**src/rtl/cmd_resp_pkg.sv**
```systemverilog
package cmd_resp_pkg;

  typedef enum logic [1:0] {
    RK_HI   = 2'd0,
    RK_LO   = 2'd1,
    RK_STAT = 2'd2,
    RK_NONE = 2'd3
  } reg_kind_e;

  localparam logic [7:0] STAT_RESET = 8'h41;

  // status byte: [7] crc bad, [6] tx empty, [5:1] zero, [0] one
  function automatic logic [7:0] stat_byte(input logic er, input logic te);
    return {er, te, 5'b00000, 1'b1};
  endfunction

endpackage

```
**src/rtl/cmd_resp_slot.sv**
```systemverilog
module cmd_resp_slot
  import cmd_resp_pkg::*;
(
  input  logic        clk,
  input  logic        rst_n,
  input  logic        clr,
  input  logic        cs_n,
  input  logic        wr_hi,
  input  logic        wr_lo,
  input  logic [7:0]  wr_data,
  input  logic        rx_store,
  input  logic [15:0] rx_word,
  input  logic        rx_bad,
  input  logic        take,
  output logic [15:0] tx_word,
  output logic [7:0]  rd_hi,
  output logic [7:0]  rd_lo,
  output logic [7:0]  stat_snap
);

  logic [7:0] tx_hi_q, tx_lo_q, rd_hi_q, rd_lo_q, snap_q;
  logic       er_q, te_q;

  // outbound buffer: only host writes touch it
  always_ff @(posedge clk or negedge rst_n) begin
    if (!rst_n) begin
      tx_hi_q <= '0;
      tx_lo_q <= '0;
    end else if (clr) begin
      tx_hi_q <= '0;
      tx_lo_q <= '0;
    end else begin
      if (wr_hi) tx_hi_q <= wr_data;
      if (wr_lo) tx_lo_q <= wr_data;
    end
  end

  // readback copy: received word wins over host byte
  always_ff @(posedge clk or negedge rst_n) begin
    if (!rst_n) begin
      rd_hi_q <= '0;
      rd_lo_q <= '0;
    end else if (clr) begin
      rd_hi_q <= '0;
      rd_lo_q <= '0;
    end else if (rx_store) begin
      rd_hi_q <= rx_word[15:8];
      rd_lo_q <= rx_word[7:0];
    end else begin
      if (wr_hi) rd_hi_q <= wr_data;
      if (wr_lo) rd_lo_q <= wr_data;
    end
  end

  // live flags
  always_ff @(posedge clk or negedge rst_n) begin
    if (!rst_n) begin
      er_q <= 1'b0;
      te_q <= 1'b1;
    end else if (clr) begin
      er_q <= 1'b0;
      te_q <= 1'b1;
    end else begin
      if (rx_store) er_q <= rx_bad;
      if (wr_hi || wr_lo) te_q <= 1'b0;
      else if (take)      te_q <= 1'b1;
    end
  end

  // host-visible copy follows live flags only while select is high
  always_ff @(posedge clk or negedge rst_n) begin
    if (!rst_n)     snap_q <= STAT_RESET;
    else if (clr)   snap_q <= STAT_RESET;
    else if (cs_n)  snap_q <= stat_byte(er_q, te_q);
  end

  assign tx_word   = {tx_hi_q, tx_lo_q};
  assign rd_hi     = rd_hi_q;
  assign rd_lo     = rd_lo_q;
  assign stat_snap = snap_q;

endmodule

```
**src/rtl/cmd_resp_burst.sv**
```systemverilog
module cmd_resp_burst
  import cmd_resp_pkg::*;
#(
  parameter int NUM_SLOTS = 16,
  parameter int SW        = 4,
  parameter int AW        = SW + 2
) (
  input  logic                 clk,
  input  logic                 rst_n,
  input  logic                 cs_n,
  input  logic                 wr_valid,
  input  logic                 wr_first,
  input  logic                 wr_ferr,
  input  logic [AW-1:0]        wr_addr,
  input  logic [NUM_SLOTS-1:0] slot_clr,
  output logic [NUM_SLOTS-1:0] wr_hi_oh,
  output logic [NUM_SLOTS-1:0] wr_lo_oh,
  output logic                 sched_valid,
  output logic [SW-1:0]        sched_slot
);

  reg_kind_e      kind;
  logic [SW-1:0]  slot;
  logic           ign_q, ign_now, in_burst, data_beat, accept, fire;
  logic [NUM_SLOTS-1:0] pend_q;

  assign kind      = reg_kind_e'(wr_addr[AW-1:AW-2]);
  assign slot      = wr_addr[SW-1:0];
  assign in_burst  = wr_valid && !cs_n;
  assign ign_now   = wr_first ? (kind != RK_HI) : ign_q;
  assign data_beat = in_burst && !ign_now && (kind == RK_HI || kind == RK_LO);
  assign accept    = data_beat && !wr_ferr;
  assign fire      = accept && (kind == RK_LO) && pend_q[slot] && !slot_clr[slot];

  // burst abort decision, made on the first beat and held to select release
  always_ff @(posedge clk or negedge rst_n) begin
    if (!rst_n)                  ign_q <= 1'b0;
    else if (cs_n)               ign_q <= 1'b0;
    else if (wr_valid && wr_first) ign_q <= (kind != RK_HI);
  end

  for (genvar i = 0; i < NUM_SLOTS; i++) begin : g_slot
    logic hit;
    assign hit         = (slot == SW'(i));
    assign wr_hi_oh[i] = accept && hit && (kind == RK_HI);
    assign wr_lo_oh[i] = accept && hit && (kind == RK_LO);

    always_ff @(posedge clk or negedge rst_n) begin
      if (!rst_n)                pend_q[i] <= 1'b0;
      else if (cs_n || slot_clr[i]) pend_q[i] <= 1'b0;
      else if (data_beat && hit) pend_q[i] <= (kind == RK_HI) && !wr_ferr;
    end
  end

  always_ff @(posedge clk or negedge rst_n) begin
    if (!rst_n) begin
      sched_valid <= 1'b0;
      sched_slot  <= '0;
    end else begin
      sched_valid <= fire;
      if (fire) sched_slot <= slot;
    end
  end

endmodule

```
**src/rtl/cmd_resp_mux.sv**
```systemverilog
module cmd_resp_mux
  import cmd_resp_pkg::*;
#(
  parameter int NUM_SLOTS = 16,
  parameter int SW        = 4,
  parameter int AW        = SW + 2
) (
  input  logic [AW-1:0]                 rd_addr,
  input  logic [NUM_SLOTS-1:0][7:0]     hi_all,
  input  logic [NUM_SLOTS-1:0][7:0]     lo_all,
  input  logic [NUM_SLOTS-1:0][7:0]     stat_all,
  input  logic [NUM_SLOTS-1:0][15:0]    tx_all,
  input  logic [SW-1:0]                 tx_sel,
  output logic [7:0]                    rd_data,
  output logic [15:0]                   tx_word
);

  reg_kind_e     kind;
  logic [SW-1:0] slot;

  assign kind = reg_kind_e'(rd_addr[AW-1:AW-2]);
  assign slot = rd_addr[SW-1:0];

  always_comb begin
    unique case (kind)
      RK_HI:   rd_data = hi_all[slot];
      RK_LO:   rd_data = lo_all[slot];
      RK_STAT: rd_data = stat_all[slot];
      default: rd_data = 8'h00;
    endcase
  end

  assign tx_word = tx_all[tx_sel];

endmodule

```
**src/rtl/cmd_resp_bank.sv**
```systemverilog
module cmd_resp_bank
  import cmd_resp_pkg::*;
#(
  parameter  int NUM_BUS       = 4,
  parameter  int SLOTS_PER_BUS = 4,
  localparam int NUM_SLOTS     = NUM_BUS * SLOTS_PER_BUS,
  localparam int SW            = $clog2(NUM_SLOTS),
  localparam int AW            = SW + 2
) (
  input  logic               clk,
  input  logic               rst_n,
  input  logic               cs_n,
  input  logic               host_wr_valid,
  input  logic               host_wr_first,
  input  logic               host_wr_ferr,
  input  logic [AW-1:0]      host_wr_addr,
  input  logic [7:0]         host_wr_data,
  input  logic [AW-1:0]      host_rd_addr,
  output logic [7:0]         host_rd_data,
  input  logic               rx_valid,
  input  logic [SW-1:0]      rx_slot,
  input  logic [15:0]        rx_word,
  input  logic               rx_crc_bad,
  input  logic [SW-1:0]      tx_slot,
  input  logic               tx_take,
  output logic [15:0]        tx_word,
  input  logic [NUM_BUS-1:0] chan_off,
  output logic               sched_valid,
  output logic [SW-1:0]      sched_slot
);

  localparam int BUF_W = $clog2(SLOTS_PER_BUS);

  logic [NUM_SLOTS-1:0]        slot_clr, wr_hi_oh, wr_lo_oh;
  logic [NUM_SLOTS-1:0][7:0]   hi_all, lo_all, status_snap_all;
  logic [NUM_SLOTS-1:0][15:0]  tx_all;

  cmd_resp_burst #(.NUM_SLOTS(NUM_SLOTS), .SW(SW), .AW(AW)) u_burst (
    .clk        (clk),
    .rst_n      (rst_n),
    .cs_n       (cs_n),
    .wr_valid   (host_wr_valid),
    .wr_first   (host_wr_first),
    .wr_ferr    (host_wr_ferr),
    .wr_addr    (host_wr_addr),
    .slot_clr   (slot_clr),
    .wr_hi_oh   (wr_hi_oh),
    .wr_lo_oh   (wr_lo_oh),
    .sched_valid(sched_valid),
    .sched_slot (sched_slot)
  );

  for (genvar i = 0; i < NUM_SLOTS; i++) begin : g_slot
    assign slot_clr[i] = chan_off[i >> BUF_W];

    cmd_resp_slot u_slot (
      .clk      (clk),
      .rst_n    (rst_n),
      .clr      (slot_clr[i]),
      .cs_n     (cs_n),
      .wr_hi    (wr_hi_oh[i]),
      .wr_lo    (wr_lo_oh[i]),
      .wr_data  (host_wr_data),
      .rx_store (rx_valid && (rx_slot == SW'(i))),
      .rx_word  (rx_word),
      .rx_bad   (rx_crc_bad),
      .take     (tx_take && (tx_slot == SW'(i))),
      .tx_word  (tx_all[i]),
      .rd_hi    (hi_all[i]),
      .rd_lo    (lo_all[i]),
      .stat_snap(status_snap_all[i])
    );
  end

  cmd_resp_mux #(.NUM_SLOTS(NUM_SLOTS), .SW(SW), .AW(AW)) u_mux (
    .rd_addr (host_rd_addr),
    .hi_all  (hi_all),
    .lo_all  (lo_all),
    .stat_all(status_snap_all),
    .tx_all  (tx_all),
    .tx_sel  (tx_slot),
    .rd_data (host_rd_data),
    .tx_word (tx_word)
  );

endmodule

```
**config.mk**
```make
export PLATFORM = sky130hd
export DESIGN_NAME = cmd_resp_bank
export DESIGN_NICKNAME = d
export VERILOG_FILES = /design/src/rtl/cmd_resp_pkg.sv /design/src/rtl/cmd_resp_slot.sv /design/src/rtl/cmd_resp_burst.sv /design/src/rtl/cmd_resp_mux.sv /design/src/rtl/cmd_resp_bank.sv
export SDC_FILE = /design/constraint.sdc
export NUM_CORES = 1
export LEC_CHECK = 0
export BUFFER_PORTS_ARGS = -buffer_cell sky130_fd_sc_hd__buf_2
export CAP_MARGIN = 30
export CORE_UTILIZATION = 40
export DETAILED_ROUTE_END_ITERATION = 6
export PLACE_DENSITY = 0.6
export RECOVER_POWER = 25
export SLEW_MARGIN = 20
export SYNTH_ARGS = -nofsm -noshare
export SYNTH_HDL_FRONTEND = slang
export SYNTH_SLANG_ARGS = --single-unit
```
**constraint.sdc**
```tcl
create_clock -name clk -period 4.43 [get_ports clk]
set_clock_uncertainty 0.15 [all_clocks]
set_input_delay 0.6645 -clock clk [delete_from_list [all_inputs] [get_ports clk]]
set_output_delay 0.6645 -clock clk [all_outputs]
set_load 0.03 [all_outputs]
```
; ---- After elaboration in Yosys (flattened, before gate mapping)
; Index checks and enable logic that the tools add are counted.
[totals]
wordCells = 723
ff_bits = 694
[classes]
n_mux = 288
n_lt_le_gt_ge = 3
eq_ne = 48
n_reduce_logical = 253
[op_table]
columns = op, count
row1 = $mux 8, 163
row2 = $reduce_bool 3->1, 48
row3 = $reduce_bool 2->1, 70
row4 = $mux 1, 117
row5 = $logic_and 1x1->1, 105
row6 = $bmux 8 s4, 3
row7 = $eq 4x4->1 const B, 24
row8 = $bmux 16 s4, 1
row9 = $eq 4x3->1 const B, 12
row10 = $eq 4x2->1 const B, 6
row11 = $pmux 8 s3, 1
row12 = $logic_or 1x1->1, 21
row13 = $mux 16, 1
row14 = $lt 4x5->1 const B, 3
row15 = $eq 4x1->1 const B, 3
row16 = $logic_not 4->1, 3
row17 = $bmux 1 s4, 2
row18 = $eq 2x1->1 const B, 2
row19 = $logic_not 1->1, 4
row20 = $logic_not 2->1, 2
row21 = $eq 2x2->1 const B, 1

; ---- Depth between registers and ports, before layout
; Gate-level depths: netlist (run 1).
[logic_depth]
depth_word = 11
depth_mapped = 9
ltp_nobuf = 5

; ---- Hierarchy
; From an unflattened synthesis (run 1), not the netlist that was laid out.
[unflattened]
cells_unflattened = 2907
area_unflattened_um2 = 35039.9
[modules_own_cells]
columns = mod, cells_per_inst, area_each_um2, instances
row1 = cmd_resp_slot, 144, 1760.4, 16
row2 = cmd_resp_mux, 371, 5112.4, 1
row3 = cmd_resp_burst, 186, 1525.2, 1
row4 = cmd_resp_bank, 46, 235.2, 1

; ---- Worst setup path after synthesis (run 1)
; Ideal clock, no wire load.
[synth_path]
path_type = in2out
startpoint = input port host_rd_addr[0]
endpoint = output port host_rd_data[1]
t_arrival_ns = 2.758
path_slack_ns = 0.857
stages = 5
path_cell_list = buf_2 buf_1 mux4_2 mux4_2 a22o_1
[synth_via]
elab_chain_cells = 3
[synth_lines]
columns = element, line
row1 = start: declaration, cmd_resp_bank.sv:18  ; input logic [AW-1:0] host_rd_addr,
row2 = $bmux 8 s4 (on tied branches), "cmd_resp_mux.sv:28, cmd_resp_mux.sv:26, cmd_resp_mux.sv:27"
row3 = $mux 8 (on tied branches), "cmd_resp_mux.sv:28, cmd_resp_mux.sv:26, cmd_resp_mux.sv:27"
row4 = $pmux 8 s3 (*), cmd_resp_mux.sv:25  ; unique case (kind)
row5 = end: declaration, cmd_resp_bank.sv:19  ; output logic [7:0] host_rd_data,
; Every way passes the cells marked *; elsewhere a longest branch is shown, timed or not. The select of a mux whose other input is x is not followed.

; ---- Worst setup path after layout (run 1)
[layout_path]
startpoint = input port tx_slot[0]
endpoint = output port tx_word[2]
[layout_via]
elab_chain_cells = 2
[layout_lines]
columns = element, line
row1 = start: declaration, cmd_resp_bank.sv:24  ; input logic [SW-1:0] tx_slot,
row2 = $bmux 16 s4, cmd_resp_mux.sv:33  ; assign tx_word = tx_all[tx_sel];
row3 = $mux 16 (implied by the code), cmd_resp_mux.sv:33
row4 = end: declaration, cmd_resp_bank.sv:26  ; output logic [15:0] tx_word,
; Every way passes these cells. The select of a mux whose other input is x is not followed.

==> results of run 1 <==
placed cells by master (no fill, tap or decap), types with 3 or more instances in the layout:
| master | instances |
|---|---|
| a31oi_1 | 5 |
| nor2_1 | 307 |
| dfrtp_1 | 566 |
| o31ai_1 | 4 |
| nor3_1 | 15 |
| buf_8 | 5 |
| mux2_2 | 5 |
| mux2i_1 | 60 |
| clkinv_2 | 11 |
| nand2_1 | 816 |
| clkbuf_8 | 12 |
| nand3_1 | 30 |
| nor2b_1 | 11 |
| and3_1 | 3 |
| clkbuf_16 | 69 |
| o21ai_0 | 40 |
| or3_1 | 18 |
| buf_4 | 88 |
| a21oi_1 | 269 |
| clkbuf_2 | 3 |
| dfstp_2 | 32 |
| nand2b_1 | 5 |
| diode_2 | 5 |
| inv_6 | 3 |
| inv_1 | 8 |
| nor3b_1 | 3 |
| o211ai_1 | 3 |
| mux4_2 | 163 |
| buf_2 | 76 |
| a211oi_1 | 20 |
| and2_1 | 6 |
| buf_12 | 11 |
| nor3_4 | 6 |
| a22o_1 | 6 |
| nor3_2 | 21 |
| clkbuf_1 | 26 |
| a311oi_1 | 257 |
critical path: cells and delay by family:
| kind | cells | cell delay, ps |
|---|---|---|
| muxes | 2 | 1110 |
| buffers and inverters | 3 | 1350 |
worst paths after layout:
kind | startpoint | endpoint | depth (start not counted)
setup / recovery | tx_slot[0] | tx_word[2] | 5
hold / removal | host_wr_valid | u_burst.ign_q$_DFFE_PN0P_ | 2
setup reg to reg | u_burst.ign_q$_DFFE_PN0P_ | g_slot[15].u_slot.rd_hi[6]$_DFFE_PN0P_ | 6
hold reg to reg | g_slot[15].u_slot.er_q$_DFFE_PN0P_ | g_slot[15].u_slot.stat_snap[7]$_DFFE_PN0N_ | 2
max in group asynchronous | rst_n | g_slot[2].u_slot.rd_lo[5]$_DFFE_PN0P_ | 2
min in group asynchronous | rst_n | g_slot[14].u_slot.tx_lo_q[3]$_DFFE_PN0P_ | 1
routing by layer:
layer | routed length, um | global-route usage
met2 | 52240 | 0.4719
met3 | 13680 | 0.08047
met4 | 5116 | 0.1403
met1 | 46310 | 0.4285
met5 | 25 | 0
sequential cells by signal (all words and copies together), names as in the netlist:
name,cells
u_burst.sched_slot,4
u_burst.ign_q,1
g_slot.u_slot.tx_hi_q,128
g_slot.u_slot.te_q,16
g_slot.u_slot.stat_snap,32
u_burst.pend_q,16
g_slot.u_slot.er_q,16
g_slot.u_slot.tx_lo_q,128
g_slot.u_slot.rd_lo,128
g_slot.u_slot.rd_hi,128
u_burst.sched_valid,1
metrics by stage:
step / hold slack (ps) / area, um^2
5_1_grt: 151.6 / 33390
3_5_place_dp: 344.1 / 31190
4_1_cts: 21.42 / 33340
3_3_place_gp: 339.9 / 31150
6_report: 119.0 / 33390
2_1_floorplan: 218.9 / 29770
final cells by class:
class / count / area (um^2)
Antenna cell: 5 / 12.51
Clock buffer: 102 / 1971
Clock inverter: 19 / 182.7
Fill cell: 6794 / 39940
Inverter: 10 / 37.54
Multi-Input combinational cell: 2088 / 13570
Sequential cell: 598 / 15000
Tap cell: 959 / 1200
Timing Repair Buffer: 190 / 1409
power by group:
group	leakage (nW)	internal [mW]	switching [mW]	total, mW
Combinational	4.42	0.224	0.662	0.886
Sequential	8.21	5.52	0.0348	5.56
Clock	1.06	3.20	2.41	5.61
Total	13.7	8.95	3.11	12.1
kinds of logic after synthesis:
| logic type | synth area share |
|---|---|
| simple gates | 0.1721 |
| buf+inv | 0.04022 |
| mux | 0.1454 |
| compound gates | 0.1383 |
| flops | 0.5040 |
==> results by group, run 1 <==
Clock tree
  • Clock latency on the worst-skew pair: 620 ps
  • Num CTS Buffers: 68
  • Cts repair resizes: 0
  • Clock-pin slew on the worst setup and hold paths: 60 ps
  • Clock Tree Root: clkbuf_16
  • Setup bufs post-CTS: 0
  • Hold Buf Count CTS: 0
  • Clk sinks: 598
  • H-tree depth: 3
  • CTS tree: built
  • Max clock buf depth: 3

Floorplan
  • DIE WIDTH: 274.8 um
  • Die Footprint: 75,520 um^2
  • Num rows: 99
  • Die H: 274.8 um
  • Ports: 86
  • Initial Util: 0.4060
  • Core Area: 73,330 um^2

Drt
  • DR vias: 25.76k
  • DR iter-0 viols: 3,668
  • Final wirelength: 117.4 mm
  • Vias per cell: 6.487
  • Routed Antenna Nets: 0
  • WL/cell: 29.56 um
  • # DRC: 18
  • Pre-Repair DR Iteration Count: 7

STA
  • FMAX: 0.2511 GHz
  • Clock period minus worst slack: 3982 ps
  • Period utilisation layout: 0.8989
  • Worst-margin pin slew: 3490 ps
  • Worst slew margin: -1.326
  • Max-slew violations: 146
  • TNS Setup: 0 ps
  • RSZ-0062 raised after global routing: false
  • Hold Fails Final Rpt: 0
  • Setup violators final: 0
  • Final WS setup: 447.8 ps

Synth
  • Number of unique standard cell types used by synthesis: 44
  • Synthesis-stage register bit count: 598
  • Post-synthesis sequential area ratio: 0.5040
  • Synth top cells by count: nand2_1 (817), dfrtp_1 (566), nor2_1 (307), a21oi_1 (269), a311oi_1 (257)
  • Post-synthesis cell count: 2,985
  • Post-synth EDFFs: 0
  • Synth Flop Type: dfrtp_1
  • Synth area leaders: dfrtp_1 (48%), mux4_2 (12%), nand2_1 (10%)
  • Syn Area/Cell: 9.974 um^2
  • Synthesized area: 29,770 um^2
  • Top cell type's share of synthesized area: 0.4758
  • Most numerous cell in the Yosys netlist: nand2_1
  • Synthesized Nets: 3,042
  • Post-synth ARST share: 1.000
  • Largest area contributor in the netlist: dfrtp_1
  • Yosys Warn Count: 0

Worst setup path
  • Cell Chain, Critical Path: buf_4, buf_4, mux4_2, mux4_2, buf_2
  • Setup Crit Path Kind: in -> out
  • Critical path arrival: 3170 ps
  • WP data required: 3620 ps
  • CP max stage delay: 670 ps
  • Worst-path fanout max: 35
  • Worst R2R Setup Slack: 1370 ps
  • Worst setup SP type: input pin
  • Crit path max-delay cell type: buf_4
  • Setup crit end kind: primary output

Outcome
  • Violated checks: DRC, capacitance limit, slew limit
  • Outcome: complete, but fails checks

Placed design
  • HPWL Detailed: 76.31 mm
  • Placed cells: 3,840
  • Number of buffers added on ports: 85
  • GP Congestion: 0.9482
  • Post-Place Worst Slack: 443.7 ps

GRT
  • All-Layer GR Usage: 0.3141
  • Number of global-route vias before repair: 25.54k
  • Global-route wire length before repair: 172.9 mm
  • Grt ovf: 0
  • Largest net degree at the start of global routing: 121
  • Initial antenna violation count: 10

Run
  • Number of max-cap violations: 2

Pwr
  • Peak VDD IR: 237.1 uV
  • LEAKAGE: 13.69 nW
  • Pwr dens: 361.1 nW/um^2
  • Tot Pwr: 12.06 mW

Layout
  • Share of cells above drive strength 1: 0.1719
  • Syn-to-layout area delta: 12.15%
  • Nets@finish: 3,013
  • Non-filler cells in the finished layout: 3,971
  • Core Util, Final: 0.4553

Min path
  • Hold Crit Class: in -> reg
Power figures use the tool's default switching activity.
==> run 2: changes to the inputs <==
--- a/config.mk
+++ b/config.mk
@@ -11,6 +11,7 @@
 export DETAILED_ROUTE_END_ITERATION = 6
 export PLACE_DENSITY = 0.6
 export RECOVER_POWER = 25
+export REMOVE_ABC_BUFFERS = 1
 export SLEW_MARGIN = 20
 export SYNTH_ARGS = -nofsm -noshare
 export SYNTH_HDL_FRONTEND = slang
==> constraint.sdc (replaced) <==
create_clock -name clk -period 4.35 [get_ports clk]
set_clock_uncertainty 0.15 [all_clocks]
set_input_delay 0.6525 -clock clk [delete_from_list [all_inputs] [get_ports clk]]
set_output_delay 0.6525 -clock clk [all_outputs]
set_load 0.03 [all_outputs]
==> results by group, run 2 (synthesized netlist as in run 1, its figures left out) <==
Outcome
  • Violated checks: DRC, capacitance limit, slew limit
  • Outcome: complete, but fails checks

GRT
  • Initial antenna violation count: 8
  • Global-route wire length before repair: 170.0 mm
  • Number of global-route vias before repair: 25.49k
  • Grt ovf: 0
  • All-Layer GR Usage: 0.3066
  • Largest net degree at the start of global routing: 116

Drt
  • WL/cell: 29.03 um
  • DR iter-0 viols: 3,370
  • Final wirelength: 114.9 mm
  • Vias per cell: 6.553
  • # DRC: 8
  • Pre-Repair DR Iteration Count: 7
  • DR vias: 25.94k
  • Routed Antenna Nets: 0

Worst setup path
  • WP data required: 3550 ps
  • Critical path arrival: 3010 ps
  • Setup Crit Path Kind: in -> out
  • Crit path max-delay cell type: buf_4
  • Worst-path fanout max: 27
  • Worst setup SP type: input pin
  • Cell Chain, Critical Path: buf_4, buf_4, mux4_2, mux4_2, buf_2
  • CP max stage delay: 590 ps
  • Setup crit end kind: primary output

STA
  • RSZ-0062 raised after global routing: false
  • Setup violators final: 0
  • Worst-margin pin slew: 3065 ps
  • Max-slew violations: 101
  • Clock period minus worst slack: 3815 ps
  • Period utilisation layout: 0.8770
  • FMAX: 0.2621 GHz
  • Hold Fails Final Rpt: 0
  • Hold WS: 109.9 ps
  • Worst slew margin: -1.043
  • TNS Setup: 0 ps

Run
  • Number of max-cap violations: 1

Clock tree
  • Clock Tree Root: clkbuf_16
  • Clock-pin slew on the worst setup and hold paths: 60 ps
  • Num CTS Buffers: 67
  • Max clock buf depth: 3
  • Clock latency on the worst-skew pair: 610 ps
  • Clk sinks: 598
  • H-tree depth: 3
  • CTS tree: built
  • Setup bufs post-CTS: 0
  • Cts repair resizes: 0
  • Hold Buf Count CTS: 0

Layout
  • Most frequent cells in the layout: nand2_1 (814), dfrtp_1 (566), nor2_1 (307)
  • Nets@finish: 3,002
  • Syn-to-layout area delta: 12.48%
  • Share of cells above drive strength 1: 0.1726
  • Core Util, Final: 0.4566
  • Commonest non-fill, non-tap cell in the layout: nand2_1
  • FILL cells: 6,801
  • Non-filler cells in the finished layout: 3,958

Floorplan
  • Core Area: 73,330 um^2
  • Ports: 86
  • Initial Util: 0.4060
  • DIE WIDTH: 274.8 um
  • Die Footprint: 75,520 um^2
  • Num rows: 99
  • Die H: 274.8 um

Placed design
  • GP Congestion: 0.9012
  • HPWL Detailed: 75.34 mm
  • Number of buffers added on ports: 85
  • Placed cells: 3,831

Pwr
  • LEAKAGE: 13.71 nW
  • Pwr dens: 372.9 nW/um^2
  • Peak VDD IR: 221.4 uV

Min path
  • Hold Crit Class: in -> reg
-- run 2: final timing paths --
kind | startpoint | end | slack, ps | depth (start not counted)
worst max-delay path | tx_slot[0] | tx_word[15] | 530 | 5
worst min-delay path | cs_n | u_burst.ign_q$_DFFE_PN0P_ | 110 | 2
worst max register to register | u_burst.ign_q$_DFFE_PN0P_ | g_slot[13].u_slot.rd_lo[4]$_DFFE_PN0P_ | 1270 | 5
worst min register to register | u_burst.sched_slot[0]$_DFFE_PN0P_ | u_burst.sched_slot[0]$_DFFE_PN0P_ | 360 | 1
max in group asynchronous | rst_n | g_slot[0].u_slot.tx_lo_q[3]$_DFFE_PN0P_ | 810 | 2
min in group asynchronous | rst_n | g_slot[14].u_slot.tx_hi_q[2]$_DFFE_PN0P_ | 840 | 1
-- run 2: power breakdown --
| group | internal, mW | leakage (nW) | switching (mW) |
|---|---|---|---|
| clock | 3.48 | 1.10 | 2.45 |
| combinational | 0.230 | 4.40 | 0.665 |
| sequential | 5.62 | 8.21 | 0.0392 |
| total | 9.34 | 13.7 | 3.15 |
-- run 2: layout make-up --
class                           instances  area [um^2]  area share
Sequential cell                       598        15000      0.4481
Multi-Input combinational cell       2088        13580      0.4054
Clock buffer                           98         1986     0.05930
Timing Repair Buffer                  180         1389     0.04148
Tap cell                              959         1200     0.03583
Clock inverter                         22        285.3    0.008519
Inverter                               10        37.54    0.001121
Antenna cell                            3        7.507   0.0002242
-- run 2: critical path, delay by kind of cell --
family | cells | cell delay [ps]
muxes | 2 | 1070
buffers and inverters | 3 | 1210
-- run 2: per-stage QoR --
stage          power (mW)  setup slack (ps)  area [um^2]
5_1_grt             12.80             268.4        33480
6_report            12.49             534.9        33490
3_3_place_gp        6.619             539.0        31100
3_5_place_dp        6.636             534.8        31190
4_1_cts             12.50             533.5        33460
2_1_floorplan       6.007              1605        28610
-- run 2: metal layers --
layer	wire length, um	part of all wire	up-vias	global-route usage
met4	5093	0.044	8	0.1336
met1	43870	0.38	13060	0.4172
met2	50930	0.44	1913	0.4582
met5	52	0.00045	-	0
li1	-	-	10600	-
met3	14950	0.13	353	0.08571
